## config.mk

```make
export PLATFORM = sky130hd
export DESIGN_NAME = lnkx_status_exchange
export DESIGN_NICKNAME = d
export VERILOG_FILES = /design/src/rtl/lnkx_pkg.sv /design/src/rtl/lnkx_link_timer.sv /design/src/rtl/lnkx_phy_engine.sv /design/src/rtl/lnkx_mac_engine.sv /design/src/rtl/lnkx_status_exchange.sv
export SDC_FILE = /design/constraint.sdc
export NUM_CORES = 1
export LEC_CHECK = 0
export BUFFER_PORTS_ARGS = -buffer_cell sky130_fd_sc_hd__buf_4
export CAP_MARGIN = 20
export CORE_MARGIN = 10
export CORE_UTILIZATION = 25
export DETAILED_ROUTE_END_ITERATION = 8
export PLACE_DENSITY_LB_ADDON = 0.12
export REMOVE_ABC_BUFFERS = 1
export SETUP_SLACK_MARGIN = 0.3
export SLEW_MARGIN = 40
export SYNTH_ARGS = -nofsm -noshare
export SYNTH_HDL_FRONTEND = slang
export SYNTH_SLANG_ARGS = --single-unit
```

## constraint.sdc

```tcl
create_clock -name clk -period 0.9 [get_ports clk]
set_input_delay 0.18 -clock clk [delete_from_list [all_inputs] [get_ports clk]]
set_output_delay 0.18 -clock clk [all_outputs]
set_load 0.005 [all_outputs]
```

## src/rtl/lnkx_pkg.sv

```systemverilog
package lnkx_pkg;

  typedef struct packed {
    logic       link;
    logic       full_dup;
    logic [1:0] speed;
  } lnk_stat_t;

  typedef enum logic {PH_DATA = 1'b0, PH_CFG = 1'b1} phy_state_e;

  localparam logic [15:0] ACK_WORD = 16'h4001;

  function automatic logic [15:0] encode_stat(lnk_stat_t s);
    return {s.link, 2'b00, s.full_dup, s.speed, 9'd0, 1'b1};
  endfunction

  function automatic logic word_legal(logic [15:0] w);
    return w[0] && !w[14] && !w[13] && (w[9:1] == 9'd0) && (w[11:10] != 2'b11);
  endfunction

  function automatic lnk_stat_t decode_stat(logic [15:0] w);
    lnk_stat_t s;
    s.link     = w[15];
    s.full_dup = w[12];
    s.speed    = w[11:10];
    return s;
  endfunction

endpackage

```

## src/rtl/lnkx_link_timer.sv

```systemverilog
module lnkx_link_timer #(
  parameter int CYCLES = 200000
) (
  input  logic clk,
  input  logic rst_n,
  input  logic load,
  input  logic run,
  output logic expired
);
  localparam int CW = (CYCLES > 2) ? $clog2(CYCLES) : 1;
  localparam logic [CW-1:0] TOP = CW'(CYCLES - 1);

  logic [CW-1:0] cnt_q, cnt_d;
  logic          cnt_en;

  assign expired = run && (cnt_q == '0);
  assign cnt_en  = load || run;

  always_comb begin
    cnt_d = cnt_q;
    if (load || cnt_q == '0) cnt_d = TOP;
    else                     cnt_d = cnt_q - 1'b1;
  end

  always_ff @(posedge clk or negedge rst_n) begin
    if (!rst_n)      cnt_q <= TOP;
    else if (cnt_en) cnt_q <= cnt_d;
  end

  // count never leaves the period range
  a_r5_timer_in_range: assert property (@(posedge clk) disable iff (!rst_n)
    cnt_q <= TOP);

endmodule

```

## src/rtl/lnkx_phy_engine.sv

```systemverilog
module lnkx_phy_engine
  import lnkx_pkg::*;
#(
  parameter int LINK_TIMER_CYCLES = 200000
) (
  input  logic        clk,
  input  logic        rst_n,
  input  lnk_stat_t   stat_in,
  input  logic        rx_valid,
  input  logic [15:0] rx_word,
  output logic        tx_valid,
  output logic [15:0] tx_word,
  output logic        cfg_active,
  output lnk_stat_t   adv_stat
);
  phy_state_e state_q, state_d;
  lnk_stat_t  snap_q, snap_d;
  logic       ack_q, ack_d;
  logic       changed, ack_now, tmr_expired, tmr_run;

  assign changed = (stat_in != snap_q);
  assign ack_now = rx_valid && (rx_word == ACK_WORD);
  assign tmr_run = (state_q == PH_CFG);

  lnkx_link_timer #(.CYCLES(LINK_TIMER_CYCLES)) u_timer (
    .clk     (clk),
    .rst_n   (rst_n),
    .load    (changed),
    .run     (tmr_run),
    .expired (tmr_expired)
  );

  always_comb begin
    state_d = state_q;
    snap_d  = snap_q;
    ack_d   = ack_q;
    if (changed) begin
      state_d = PH_CFG;
      snap_d  = stat_in;
      ack_d   = 1'b0;
    end else if (state_q == PH_CFG) begin
      if (tmr_expired && (ack_q || ack_now)) begin
        state_d = PH_DATA;
        ack_d   = 1'b0;
      end else if (ack_now) begin
        ack_d   = 1'b1;
      end
    end
  end

  always_ff @(posedge clk or negedge rst_n) begin
    if (!rst_n) begin
      state_q <= PH_DATA;
      snap_q  <= '0;
      ack_q   <= 1'b0;
    end else begin
      state_q <= state_d;
      snap_q  <= snap_d;
      ack_q   <= ack_d;
    end
  end

  assign cfg_active = (state_q == PH_CFG);
  assign tx_valid   = cfg_active;
  assign tx_word    = encode_stat(snap_q);
  assign adv_stat   = snap_q;

  // a status difference in data mode leads to configuration mode
  a_r3_change_enters_cfg: assert property (@(posedge clk) disable iff (!rst_n)
    (state_q == PH_DATA && stat_in != snap_q) |=> (tx_valid && cfg_active));

  // leaving configuration mode only on a timer expiry
  a_r5_exit_on_expiry: assert property (@(posedge clk) disable iff (!rst_n)
    $fell(cfg_active) |-> $past(tmr_expired));

  // leaving configuration mode needs an acknowledge
  a_r4_exit_needs_ack: assert property (@(posedge clk) disable iff (!rst_n)
    $fell(cfg_active) |-> ($past(ack_q) || $past(rx_valid && rx_word == ACK_WORD)));

  // a status change mid-exchange keeps the exchange running
  a_r6_restart_stays_cfg: assert property (@(posedge clk) disable iff (!rst_n)
    (cfg_active && stat_in != snap_q) |=> cfg_active);

endmodule

```

## src/rtl/lnkx_mac_engine.sv

```systemverilog
module lnkx_mac_engine
  import lnkx_pkg::*;
#(
  parameter int AGREE_COUNT = 3
) (
  input  logic        clk,
  input  logic        rst_n,
  input  logic        rx_valid,
  input  logic [15:0] rx_word,
  output logic        ack_valid,
  output lnk_stat_t   stat_out
);
  localparam int CNTW = $clog2(AGREE_COUNT + 1);
  localparam logic [CNTW-1:0] AGREE_V = CNTW'(AGREE_COUNT);

  logic [15:0]     last_q, last_d;
  logic [CNTW-1:0] run_q, run_d;
  lnk_stat_t       stat_q, stat_d;
  logic            ack_q, ack_d;
  logic            legal, agree;

  assign legal = word_legal(rx_word);

  always_comb begin
    last_d = last_q;
    run_d  = run_q;
    if (rx_valid) begin
      if (!legal) begin
        run_d = '0;
      end else if (rx_word == last_q) begin
        if (run_q != AGREE_V) run_d = run_q + 1'b1;
      end else begin
        last_d = rx_word;
        run_d  = CNTW'(1);
      end
    end
    agree  = rx_valid && legal && (run_d == AGREE_V);
    stat_d = agree ? decode_stat(rx_word) : stat_q;
    ack_d  = agree;
  end

  always_ff @(posedge clk or negedge rst_n) begin
    if (!rst_n) begin
      last_q <= '0;
      run_q  <= '0;
      stat_q <= '0;
      ack_q  <= 1'b0;
    end else begin
      last_q <= last_d;
      run_q  <= run_d;
      stat_q <= stat_d;
      ack_q  <= ack_d;
    end
  end

  assign ack_valid = ack_q;
  assign stat_out  = stat_q;

  // applied status moves only after a received word
  a_r7_moves_on_word: assert property (@(posedge clk) disable iff (!rst_n)
    !$stable(stat_q) |-> $past(rx_valid));

  // an answer follows a received word with bit 0 set and bit 14 clear
  a_r9_ack_after_word: assert property (@(posedge clk) disable iff (!rst_n)
    ack_q |-> ($past(rx_valid) && $past(rx_word[0]) && !$past(rx_word[14])));

  // the reserved speed code is never adopted
  a_r8_no_reserved_speed: assert property (@(posedge clk) disable iff (!rst_n)
    stat_q.speed != 2'b11);

endmodule

```

## src/rtl/lnkx_status_exchange.sv

```systemverilog
module lnkx_status_exchange
  import lnkx_pkg::*;
#(
  parameter bit PHY_SIDE          = 1'b1,
  parameter int LINK_TIMER_CYCLES = 200000,
  parameter int AGREE_COUNT       = 3
) (
  input  logic        clk,
  input  logic        rst_n,
  input  logic        st_link_in,
  input  logic        st_full_dup_in,
  input  logic [1:0]  st_speed_in,
  input  logic        cfg_rx_valid,
  input  logic [15:0] cfg_rx_word,
  output logic        cfg_word_valid,
  output logic [15:0] cfg_word,
  output logic        cfg_mode,
  output logic        st_link_out,
  output logic        st_full_dup_out,
  output logic [1:0]  st_speed_out
);
  logic [1:0]  rst_sync_q;
  logic        rst_int_n;
  lnk_stat_t   st_in, phy_stat, mac_stat, sel_stat;
  logic        phy_tx_valid, phy_cfg, mac_ack;
  logic [15:0] phy_tx_word;

  always_ff @(posedge clk or negedge rst_n) begin
    if (!rst_n) rst_sync_q <= 2'b00;
    else        rst_sync_q <= {rst_sync_q[0], 1'b1};
  end
  assign rst_int_n = rst_sync_q[1];

  assign st_in = {st_link_in, st_full_dup_in, st_speed_in};

  lnkx_phy_engine #(.LINK_TIMER_CYCLES(LINK_TIMER_CYCLES)) u_phy (
    .clk        (clk),
    .rst_n      (rst_int_n),
    .stat_in    (st_in),
    .rx_valid   (cfg_rx_valid),
    .rx_word    (cfg_rx_word),
    .tx_valid   (phy_tx_valid),
    .tx_word    (phy_tx_word),
    .cfg_active (phy_cfg),
    .adv_stat   (phy_stat)
  );

  lnkx_mac_engine #(.AGREE_COUNT(AGREE_COUNT)) u_mac (
    .clk       (clk),
    .rst_n     (rst_int_n),
    .rx_valid  (cfg_rx_valid),
    .rx_word   (cfg_rx_word),
    .ack_valid (mac_ack),
    .stat_out  (mac_stat)
  );

  assign cfg_word_valid  = PHY_SIDE ? phy_tx_valid : mac_ack;
  assign cfg_word        = PHY_SIDE ? phy_tx_word  : ACK_WORD;
  assign cfg_mode        = PHY_SIDE ? phy_cfg      : mac_ack;
  assign sel_stat        = PHY_SIDE ? phy_stat     : mac_stat;
  assign st_link_out     = sel_stat.link;
  assign st_full_dup_out = sel_stat.full_dup;
  assign st_speed_out    = sel_stat.speed;

endmodule

```

==> run summary, run 1 <==
Via-to-Cell Ratio -> 4.34
Multiplexer area fraction after synthesis -> 0.663%
CTS tree -> done
Sw power -> 0.556 mW
Layout cell share with drive strength beyond 1 -> 57.6%
Top-area cell type share of the netlist area -> 24.9%
Drt pass-1 iters -> 4
Hold Path Sink -> u_phy.adv_stat[1]
Fin cells -> 311
Critical path type -> register to register
Simple-gate share of the synthesized area -> 24.0%
Fin crit share -> 225%
RR Startpoint -> u_phy.u_timer.cnt_q[13]
Switch share -> 21.7%
Pint -> 2.00 mW
Gate Count Post-Synth -> 158
Wire per inst -> 13.4 um
Final wirelength -> 4180 um
Core Rows -> 28
CP arrival -> 2.22 ns
Area leader, netlist -> dfrtp_1
Final hold vios -> 0
Commonest non-fill, non-tap cell in the layout -> buf_4
Logic pwr share -> 13.7%
RSZ-0062 raised after global routing -> true
Hold Path Cell Cnt -> 1
Max-cap violations -> 0
Violated checks -> negative setup slack
Mapped Area -> 1510 um^2
Largest family of logic cells by synthesized area -> simple AND/OR/NAND/NOR gates
Startpoint Class -> register
Reg2Reg Capture Point -> u_phy.u_timer.cnt_q[3]
CTS Buffer Depth -> 2
Compound-Gate Fraction of Synth Area -> 10.8%
Worst-path clk slew -> 0.10 ns
Setup tns final -> -20.20 ns
Antenna violations before repair -> 0
Lkg Pwr -> 1.13 nW
Ports -> 45
Synth Area in XOR/XNOR -> 6.97%
Post-DRT Antenna Nets -> 0
Most frequent cells in the layout -> buf_4 (61), buf_6 (22), dfrtp_1 (15)
Flop2flop setup slack -> -1.13 ns
Post-synthesis area per instance -> 9.55 um^2
Largest cells by area after synthesis -> dfrtp_1 (25%), dfstp_2 (19%), buf_4 (8.5%)
Pre-CTS WS -> -1.09 ns
Post-layout power -> 2.56 mW
Placed inst area -> 2070 um^2
Pwr Density -> 1020 nW/um^2
Fmax -> 493 MHz
TritonCTS Buffers -> 3
Peak VDD IR -> 727 uV
Synthesis-to-layout area growth -> 65.7%
Crit path capture type -> register
First-pass GRT wire length -> 6750 um
Max Fanout on Critical Path -> 5
Worst hold path class -> primary input to register
Worst-case reg-to-reg path depth -> 5
Synth cell types -> 45
Min-delay src -> st_speed_in[1]
Status -> finished, violations left
Final setup viols -> 30
Die X -> 97.7 um
Clock Tree Root -> clkbuf_8
Final worst slack -> -1.13 ns
Flop pwr share -> 47.0%
Final min period -> 2.03 ns
Clock Skews -> 0.00774 ns
Req. time, crit path -> 1.09 ns
Later-pin clock latency in the skew report -> 0.28 ns
Pins Over Slew Limit -> 0
Yosys warns -> 0
HPWL Detailed -> 3080 um
Vias in the first global route -> 1416
Core Region -> 5890 um^2
Routed vias -> 1351
Sequential area share after synthesis -> 44.0%
I/O Buffers -> 32
Pin count of the biggest net entering global routing -> 25
Post-synthesis adder-cell area fraction -> 0.829%
EDFF count, synth -> 0
Flops & latches, synth -> 26
Starting Density -> 25.6%
All-layer global routing usage -> 8.41%
DRC -> 0
Asr flop ratio synth -> 100%
Full die area -> 9540 um^2
Routability cong. -> 0.826
DR iter-0 viols -> 43
Design area -> 2500 um^2
Placed instance count -> 296
Ys flop type -> dfrtp_1
Ant. Diodes -> 0
Sink Count -> 26
Total Nets Final -> 261
Clock power frac -> 39.3%
Aggregate global routing overflow -> 0
Die Y -> 97.7 um
Depth of the CTS H-tree -> 1
synthesized netlist by cell type (2+ instances only):
cell / instances
nand2b_1: 2
dfrtp_1: 15
dfstp_2: 11
nor3_1: 5
o211ai_1: 3
inv_1: 5
nand2_1: 14
nor4_1: 3
nand4_1: 2
buf_4: 17
conb_1: 2
nor2_1: 14
clkbuf_1: 6
nand3_1: 4
o21ai_1: 5
a21oi_1: 3
xnor2_1: 6
o21ai_0: 5
and4_1: 2
or3_1: 3
xor2_1: 6
and3_1: 2
power by group through the flow:
stage	Clock (mW)	Combinational, mW	Sequential, mW
finish	1.01	0.350	1.20
global route	1.09	0.382	1.21
CTS	1.04	0.293	1.20
detailed placement	0	0.259	1.22
global placement	0	0.256	1.22
floorplan	0	0.0558	1.24
area by class of cell:
type                       instances  area, um^2
timing repair buffer              88         801
tap                               75        93.8
clock inverter                     1        30.0
inverter                           5        18.8
clock buffer                       3        41.3
sequential                        26         664
multi-input combinational        113         851
fill                             584        3390
logic make-up after synthesis:
logic type               count (synthesis)
AND/OR/NAND/NOR                         62
buffers and inverters                   30
flip-flops                              26
AO/OA/AOI/OAI                           24
XOR/XNOR                                12
other                                    2
adder cells (fa/ha/maj)                  1
multiplexers                             1
layer usage:
metal | part of all wire, % | global-route usage (%) | up-vias
met5 | 0 | 0 | -
met4 | 0.41 | 1.79 | 0
met3 | 3.9 | 2.77 | 2
met2 | 53 | 14.8 | 21
met1 | 43 | 9.56 | 655
li1 | - | - | 673
flip-flops by register name, indices dropped and copies added (netlist names):
signal	count
rst_sync_q	2
u_phy.ack_q	1
u_phy.u_timer.cnt_q	18
u_phy.adv_stat	4
u_phy.cfg_active	1
per-stage QoR:
| stage | hold slack [ns] | utilization (%) |
|---|---|---|
| 2_1_floorplan | -0.116 | - |
| 6_report | 0.0348 | 42.5 |
| 5_1_grt | 0.0149 | 42.5 |
| 3_3_place_gp | -0.0369 | 35.1 |
| 3_5_place_dp | -0.0372 | 35.1 |
| 4_1_cts | 0.0128 | 39.3 |
what timing repair did:
action,in CTS,in global routing
hold endpoints to repair,2,0
cloned,0,1
buffers inserted,2,7
pin swaps,10,9
endpoints found under the setup margin,30,30
gates resized for setup,38,21
hold buffers,1,0
worst max path at each step:
stage / from / endpoint / slack, ns / cells past startpoint
finish: u_phy.u_timer.cnt_q[13] / u_phy.u_timer.cnt_q[3] / -1.13 / 5
global route: u_phy.u_timer.cnt_q[13] / u_phy.u_timer.cnt_q[3] / -1.19 / 5
CTS: u_phy.u_timer.cnt_q[14] / u_phy.u_timer.cnt_q[3] / -1.12 / 5
detailed placement: u_phy.u_timer.cnt_q[14] / u_phy.u_timer.cnt_q[3] / -1.09 / 5
global placement: u_phy.u_timer.cnt_q[14] / u_phy.u_timer.cnt_q[3] / -1.04 / 5
floorplan: u_phy.cfg_active / u_phy.u_timer.cnt_q[14] / -1.07 / 5
critical path: stages, from the launching register on:
cell      delay, ns
dfrtp_1        0.39
or4_4          0.55
or3_4          0.34
nand4b_4       0.23
o31a_1         0.15
o311ai_2       0.28
Note: power is estimated with default switching activity, not from simulation.
==> run 2, diff against run 1 <==
--- a/config.mk
+++ b/config.mk
@@ -11,6 +11,7 @@
 export CORE_UTILIZATION = 25
 export DETAILED_ROUTE_END_ITERATION = 8
 export PLACE_DENSITY_LB_ADDON = 0.12
+export RECOVER_POWER = 50
 export REMOVE_ABC_BUFFERS = 1
 export SETUP_SLACK_MARGIN = 0.3
 export SLEW_MARGIN = 40
==> run 2 against run 1 <==
  * The run still ends with negative setup slack left
  * Clock skew hardly changed
  * Total power is 0.63% lower
  * Final area is 1.1% lower
  * Final cell count stayed put
  * Hold slack better by 0.030 ns
  * Clock power hardly changed
==> run summary, run 2 (same netlist as run 1, synthesis figures left out) <==
Sink Count -> 26 (unchanged)
Pin count of the biggest net entering global routing -> 25 (unchanged)
CTS Buffer Depth -> 2 (unchanged)
First-pass GRT wire length -> 6750 um (unchanged)
Critical path, cell by cell -> or4_4, or3_4, nand4b_4, o31a_1, o311ai_2
Post-DRT Antenna Nets -> 0 (unchanged)
CP Buf/Inv Count -> 0 (unchanged)
Routed vias -> 1351 (unchanged)
Vias in the first global route -> 1416 (unchanged)
Finished Core Util -> 42.0% (-0.45 points)
Switch share -> 21.8% (+0.045 points)
Clock Skews -> 0.00778 ns (+0.0000414 ns)
Max reg flops -> 18 (unchanged)
Pint -> 1.99 mW (-0.69%)
Critical path type -> register to register
Ant. Diodes -> 0 (unchanged)
Core Region -> 5890 um^2 (unchanged)
Setup tns final -> -20.17 ns (+0.0305 ns)
Footprint of the multi-input gates -> 851 um^2 (unchanged)
CTS tree -> done
Peak VDD IR -> 707 uV (-2.8%)
Worst hold path class -> primary input to register
Synthesis-to-layout area growth -> 63.9%
DR iter-0 viols -> 32 (-26%)
CP arrival -> 2.22 ns (about the same)
Violated checks -> negative setup slack
Post-layout power -> 2.54 mW (-0.63%)
Delay-heaviest family, CP -> simple AND/OR/NAND/NOR gates
Placed instance count -> 296 (unchanged)
Antenna violations before repair -> 0 (unchanged)
Max_slew headroom -> 62.5%
Flop pwr share -> 47.3% (+0.3 points)
Logic pwr share -> 13.2% (-0.5 points)
Layout cell share with drive strength beyond 1 -> 56.4% (-1.3 points)
Full die area -> 9540 um^2 (unchanged)
Via-to-Cell Ratio -> 4.34 (unchanged)
Pre-CTS WS -> -1.09 ns (unchanged)
Most frequent cells in the layout -> buf_4 (56), buf_6 (22), dfrtp_1 (15)
Most flop-heavy register -> u_phy.u_timer.cnt_q
Reg area -> 664 um^2 (unchanged)
Total Nets Final -> 261 (unchanged)
Worst-path clk slew -> 0.10 ns (about the same)
Wire per inst -> 13.4 um (-0.36%)
Fmax -> 493 MHz (about the same)
Ports -> 45 (unchanged)
Max-cap violations -> 0 (unchanged)
CP max stage cell -> or4_4
Later-pin clock latency in the skew report -> 0.28 ns (about the same)
Die X -> 97.7 um (unchanged)
Final hold vios -> 0 (unchanged)
Final worst slack -> -1.13 ns (+0.000220 ns)
Design area -> 2470 um^2 (-1.1%)
TritonCTS Buffers -> 3 (unchanged)
DRC -> 0 (unchanged)
Pins Over Slew Limit -> 0 (unchanged)
Sw power -> 0.554 mW (-0.42%)
HPWL Detailed -> 3080 um (unchanged)
Slew @ Worst Pin -> 0.562 ns
RSZ-0062 raised after global routing -> true
Clock power frac -> 39.5% (+0.2 points)
I/O Buffers -> 32 (unchanged)
Clock Tree Root -> clkbuf_8
Drt pass-1 iters -> 4 (unchanged)
Fin crit share -> 225% (about the same)
Routability cong. -> 0.826 (unchanged)
Depth of the CTS H-tree -> 1 (unchanged)
Aggregate global routing overflow -> 0 (unchanged)
Hold slack -> 0.0652 ns (+0.0303 ns)
Startpoint Class -> register
Commonest non-fill, non-tap cell in the layout -> buf_4
Pwr Density -> 1030 nW/um^2 (+0.43%)
Final wirelength -> 4160 um (-0.36%)
Final min period -> 2.03 ns (-0.000220 ns)
Lkg Pwr -> 1.11 nW (-1.5%)
Req. time, crit path -> 1.09 ns (about the same)
Status -> finished, violations left
Die Y -> 97.7 um (unchanged)
Final setup viols -> 30 (unchanged)
Fin cells -> 311 (unchanged)
Worst path max stage delay -> 0.55 ns (about the same)
Crit path capture type -> register
Fillers -> 591 (+1.2%)
All-layer global routing usage -> 8.41% (unchanged)
Starting Density -> 25.6% (unchanged)
Max Fanout on Critical Path -> 5 (unchanged)
Core Rows -> 28 (unchanged)
Placed inst area -> 2070 um^2 (unchanged)
-- run 2: final timing paths --
kind | cells after the start | end | slack (ns) | startpoint
worst max register to register | 5 | u_phy.u_timer.cnt_q[3] | -1.13 | u_phy.u_timer.cnt_q[13]
worst max-delay path | 5 | u_phy.u_timer.cnt_q[3] | -1.13 | u_phy.u_timer.cnt_q[13]
min in group asynchronous | 2 | rst_sync_q[0] | 0.24 | rst_n
worst min register to register | 1 | u_phy.u_timer.cnt_q[9] | 0.31 | rst_sync_q[1]
max in group asynchronous | 1 | u_phy.u_timer.cnt_q[0] | 0.21 | rst_sync_q[1]
worst min-delay path | 1 | u_phy.adv_stat[1] | 0.07 | st_speed_in[1]
-- run 2: worst register-to-register path: stages, from the launching register on --
cell and delay, ns:
dfrtp_1 0.39, or4_4 0.55, or3_4 0.34, nand4b_4 0.23
o31a_1 0.15, o311ai_2 0.28
-- run 2: timing repair --
action | in CTS | in global routing
pin swaps | 10 | 9
hold endpoints to repair | 2 | 0
buffers inserted | 2 | 7
gates resized for setup | 38 | 21
setup endpoints to repair | 30 | 30
hold buffers | 1 | 0
cloned | 0 | 1
-- run 2: cell type report --
class                   count  area share, %
multi-input cells         113           34.4
repair buffers             88           31.3
flip-flops and latches     26           26.9
well taps                  75           3.79
clock buffers               3           1.67
clock inverters             1           1.21
inverters                   5          0.759
-- run 2: power by group through the flow --
stage	clock, mW	combinational [mW]	sequential [mW]
3_3_place_gp	0	0.256	1.22
6_report	1.00	0.336	1.20
3_5_place_dp	0	0.259	1.22
4_1_cts	1.04	0.293	1.20
5_1_grt	1.09	0.368	1.20
2_1_floorplan	0	0.0558	1.24
-- run 2: metal layers --
metal  GRT usage (%)  share of wire [%]  vias to the layer above  routed length [um]
met4            1.79               0.41                        0                  17
met1            9.56                 42                      656                1730
met2            14.8                 54                       19                2250
met5               0                  0                        -                   0
li1                -                  -                      674                   -
met3            2.77                4.0                        2                 166
==> run 3, diff against run 2 <==
--- a/config.mk
+++ b/config.mk
@@ -7,9 +7,12 @@
 export LEC_CHECK = 0
 export BUFFER_PORTS_ARGS = -buffer_cell sky130_fd_sc_hd__buf_4
 export CAP_MARGIN = 20
+export CELL_PAD_IN_SITES_DETAIL_PLACEMENT = 1
+export CELL_PAD_IN_SITES_GLOBAL_PLACEMENT = 1
 export CORE_MARGIN = 10
 export CORE_UTILIZATION = 25
 export DETAILED_ROUTE_END_ITERATION = 8
+export GPL_TIMING_DRIVEN = 0
 export PLACE_DENSITY_LB_ADDON = 0.12
 export RECOVER_POWER = 50
 export REMOVE_ABC_BUFFERS = 1
==> run 3 against run 2 <==
  * Non-clock buffer count decreased by 20
  * Sequential share of layout area increased by 1.7 points
  * Hold slack got worse by 0.0063 ns
  * Die area unchanged
  * Register-to-register slack improved by 0.02 ns
  * First-iteration DRC count increased by 75%
  * The flow still finishes with violations (negative setup slack)
  * Setup slack improved by 0.018 ns
==> run summary, run 3 (same netlist as run 1, synthesis figures left out) <==
Critical path type -> register to register
Finished Core Util -> 39.8% (-2.2 points)
Max reg flops -> 18 (unchanged)
Final min period -> 2.01 ns (-0.0182 ns)
Sink Count -> 26 (unchanged)
Starting Density -> 25.6% (unchanged)
Pin count of the biggest net entering global routing -> 25 (unchanged)
Fin crit share -> 223% (-2.0 points)
Commonest non-fill, non-tap cell in the layout -> buf_4
Antenna violations before repair -> 0 (unchanged)
Status -> finished, violations left
Fmax -> 497 MHz (+0.90%)
Depth of the CTS H-tree -> 1 (unchanged)
Total Nets Final -> 241 (-7.7%)
Routed length on met3 -> 142 um (-14%)
Die X -> 97.7 um (unchanged)
All-layer global routing usage -> 9.47% (+1.1 points)
Placed inst area -> 1720 um^2 (-17%)
I/O Buffers -> 32 (unchanged)
Worst hold path class -> primary input to register
Most flop-heavy register -> u_phy.u_timer.cnt_q
CTS Buffer Depth -> 2 (unchanged)
Peak VDD IR -> 677 uV (-4.3%)
Die Y -> 97.7 um (unchanged)
Setup tns final -> -20.99 ns (-0.825 ns)
Most frequent cells in the layout -> buf_4 (39), buf_6 (22), nor2_1 (14)
CP arrival -> 2.20 ns (-0.02 ns)
Flop pwr share -> 48.5% (+1.2 points)
Switch share -> 22.4% (+0.59 points)
Sw power -> 0.565 mW (+2.0%)
Drt pass-1 iters -> 4 (unchanged)
Pins Over Slew Limit -> 0 (unchanged)
Full die area -> 9540 um^2 (unchanged)
CTS tree -> done
DRC -> 0 (unchanged)
Fin cells -> 291 (-6.4%)
Final wirelength -> 4770 um (+15%)
Logic pwr share -> 11.4% (-1.8 points)
Vias in the first global route -> 1512 (+6.8%)
TritonCTS Buffers -> 3 (unchanged)
Final hold vios -> 0 (unchanged)
HPWL Detailed -> 3040 um (-1.1%)
Pre-CTS WS -> -1.46 ns (-0.364 ns)
DR iter-0 viols -> 56 (+75%)
First-pass GRT wire length -> 7540 um (+12%)
Ports -> 45 (unchanged)
Violated checks -> negative setup slack
Post-DRT Antenna Nets -> 0 (unchanged)
Placed instance count -> 251 (-15%)
Design area -> 2340 um^2 (-5.2%)
Req. time, crit path -> 1.09 ns (about the same)
Routability cong. -> 0.746 (-9.7%)
Crit path capture type -> register
Slew @ Worst Pin -> 0.554 ns (-0.00779 ns)
Top Metal Used -> met4
Worst-path clk slew -> 0.10 ns (about the same)
Final setup viols -> 30 (unchanged)
Synthesis-to-layout area growth -> 55.4%
Max-cap violations -> 0 (unchanged)
Core Rows -> 28 (unchanged)
Final worst slack -> -1.11 ns (+0.0182 ns)
Met2 WL -> 2790 um (+24%)
Max_slew headroom -> 63.0% (+0.52 points)
Clock power frac -> 40.2% (+0.7 points)
Layout cell share with drive strength beyond 1 -> 56.5% (+0.13 points)
Clock Tree Root -> clkbuf_8
RSZ-0062 raised after global routing -> true
Startpoint Class -> register
Routed vias -> 1343 (-0.59%)
Ant. Diodes -> 0 (unchanged)
Met1 WL -> 1800 um (+3.6%)
Clock Skews -> 0.00278 ns (-0.00500 ns)
Aggregate global routing overflow -> 0 (unchanged)
Wire per inst -> 16.4 um (+22%)
Pwr Density -> 1080 nW/um^2 (+4.7%)
Pint -> 1.96 mW (-1.5%)
Core Region -> 5890 um^2 (unchanged)
Lkg Pwr -> 1.03 nW (-7.3%)
Max Fanout on Critical Path -> 7 (+2)
Via-to-Cell Ratio -> 4.62 (+6.2%)
Later-pin clock latency in the skew report -> 0.28 ns (about the same)
[run 3: layer usage]
| layer | vias up | track usage, % |
|---|---|---|
| met5 | - | 0 |
| met4 | 0 | 1.90 |
| met3 | 6 | 2.63 |
| met2 | 17 | 18.9 |
| met1 | 688 | 9.36 |
| li1 | 632 | - |
[run 3: timing repair]
action	in CTS	in global routing
endpoints found under the hold margin	2	0
buffers inserted	26	9
gates resized for setup	52	20
endpoints found under the setup margin	54	30
hold buffers	1	0
pin swaps	23	15
[run 3: worst paths after layout]
check / depth (start not counted) / slack [ns] / start / end
max reg2reg: 5 / -1.11 / u_phy.u_timer.cnt_q[14] / u_phy.u_timer.cnt_q[3]
min reg2reg: 0 / 0.27 / rst_sync_q[1] / u_phy.adv_stat[1]
max in group asynchronous: 0 / 0.22 / rst_sync_q[1] / u_phy.cfg_active
min in group asynchronous: 2 / 0.20 / rst_n / rst_sync_q[0]
min: 1 / 0.06 / st_speed_in[0] / u_phy.adv_stat[0]
max: 5 / -1.11 / u_phy.u_timer.cnt_q[14] / u_phy.u_timer.cnt_q[3]
[run 3: final cells by class]
type,instances,area [um^2]
inverters,5,18.8
fillers,662,3540
flip-flops and latches,26,671
multi-input cells,113,901
clock buffers,3,41.3
repair buffers,68,589
well taps,75,93.8
clock inverters,1,30.0
[run 3: metrics by stage]
step / total power [mW] / hold WS [ns]
2_1_floorplan: 1.29 / -0.116
3_3_place_gp: 1.42 / -0.0371
3_5_place_dp: 1.43 / -0.0344
4_1_cts: 2.55 / 0.0211
5_1_grt: 2.64 / 0.0447
6_report: 2.52 / 0.0589
[run 3: power groups by stage]
stage	clock network [mW]	logic, mW	registers [mW]
2_1_floorplan	0	0.0558	1.24
3_3_place_gp	0	0.177	1.24
3_5_place_dp	0	0.181	1.25
4_1_cts	1.04	0.286	1.23
5_1_grt	1.10	0.311	1.23
6_report	1.01	0.287	1.22
[run 3: worst max-delay path: stages, from the launching register on]
cell,delay (ns)
dfrtp_1,0.40
or4_4,0.54
or3_4,0.35
nand4b_4,0.25
o31a_1,0.16
o311ai_2,0.22
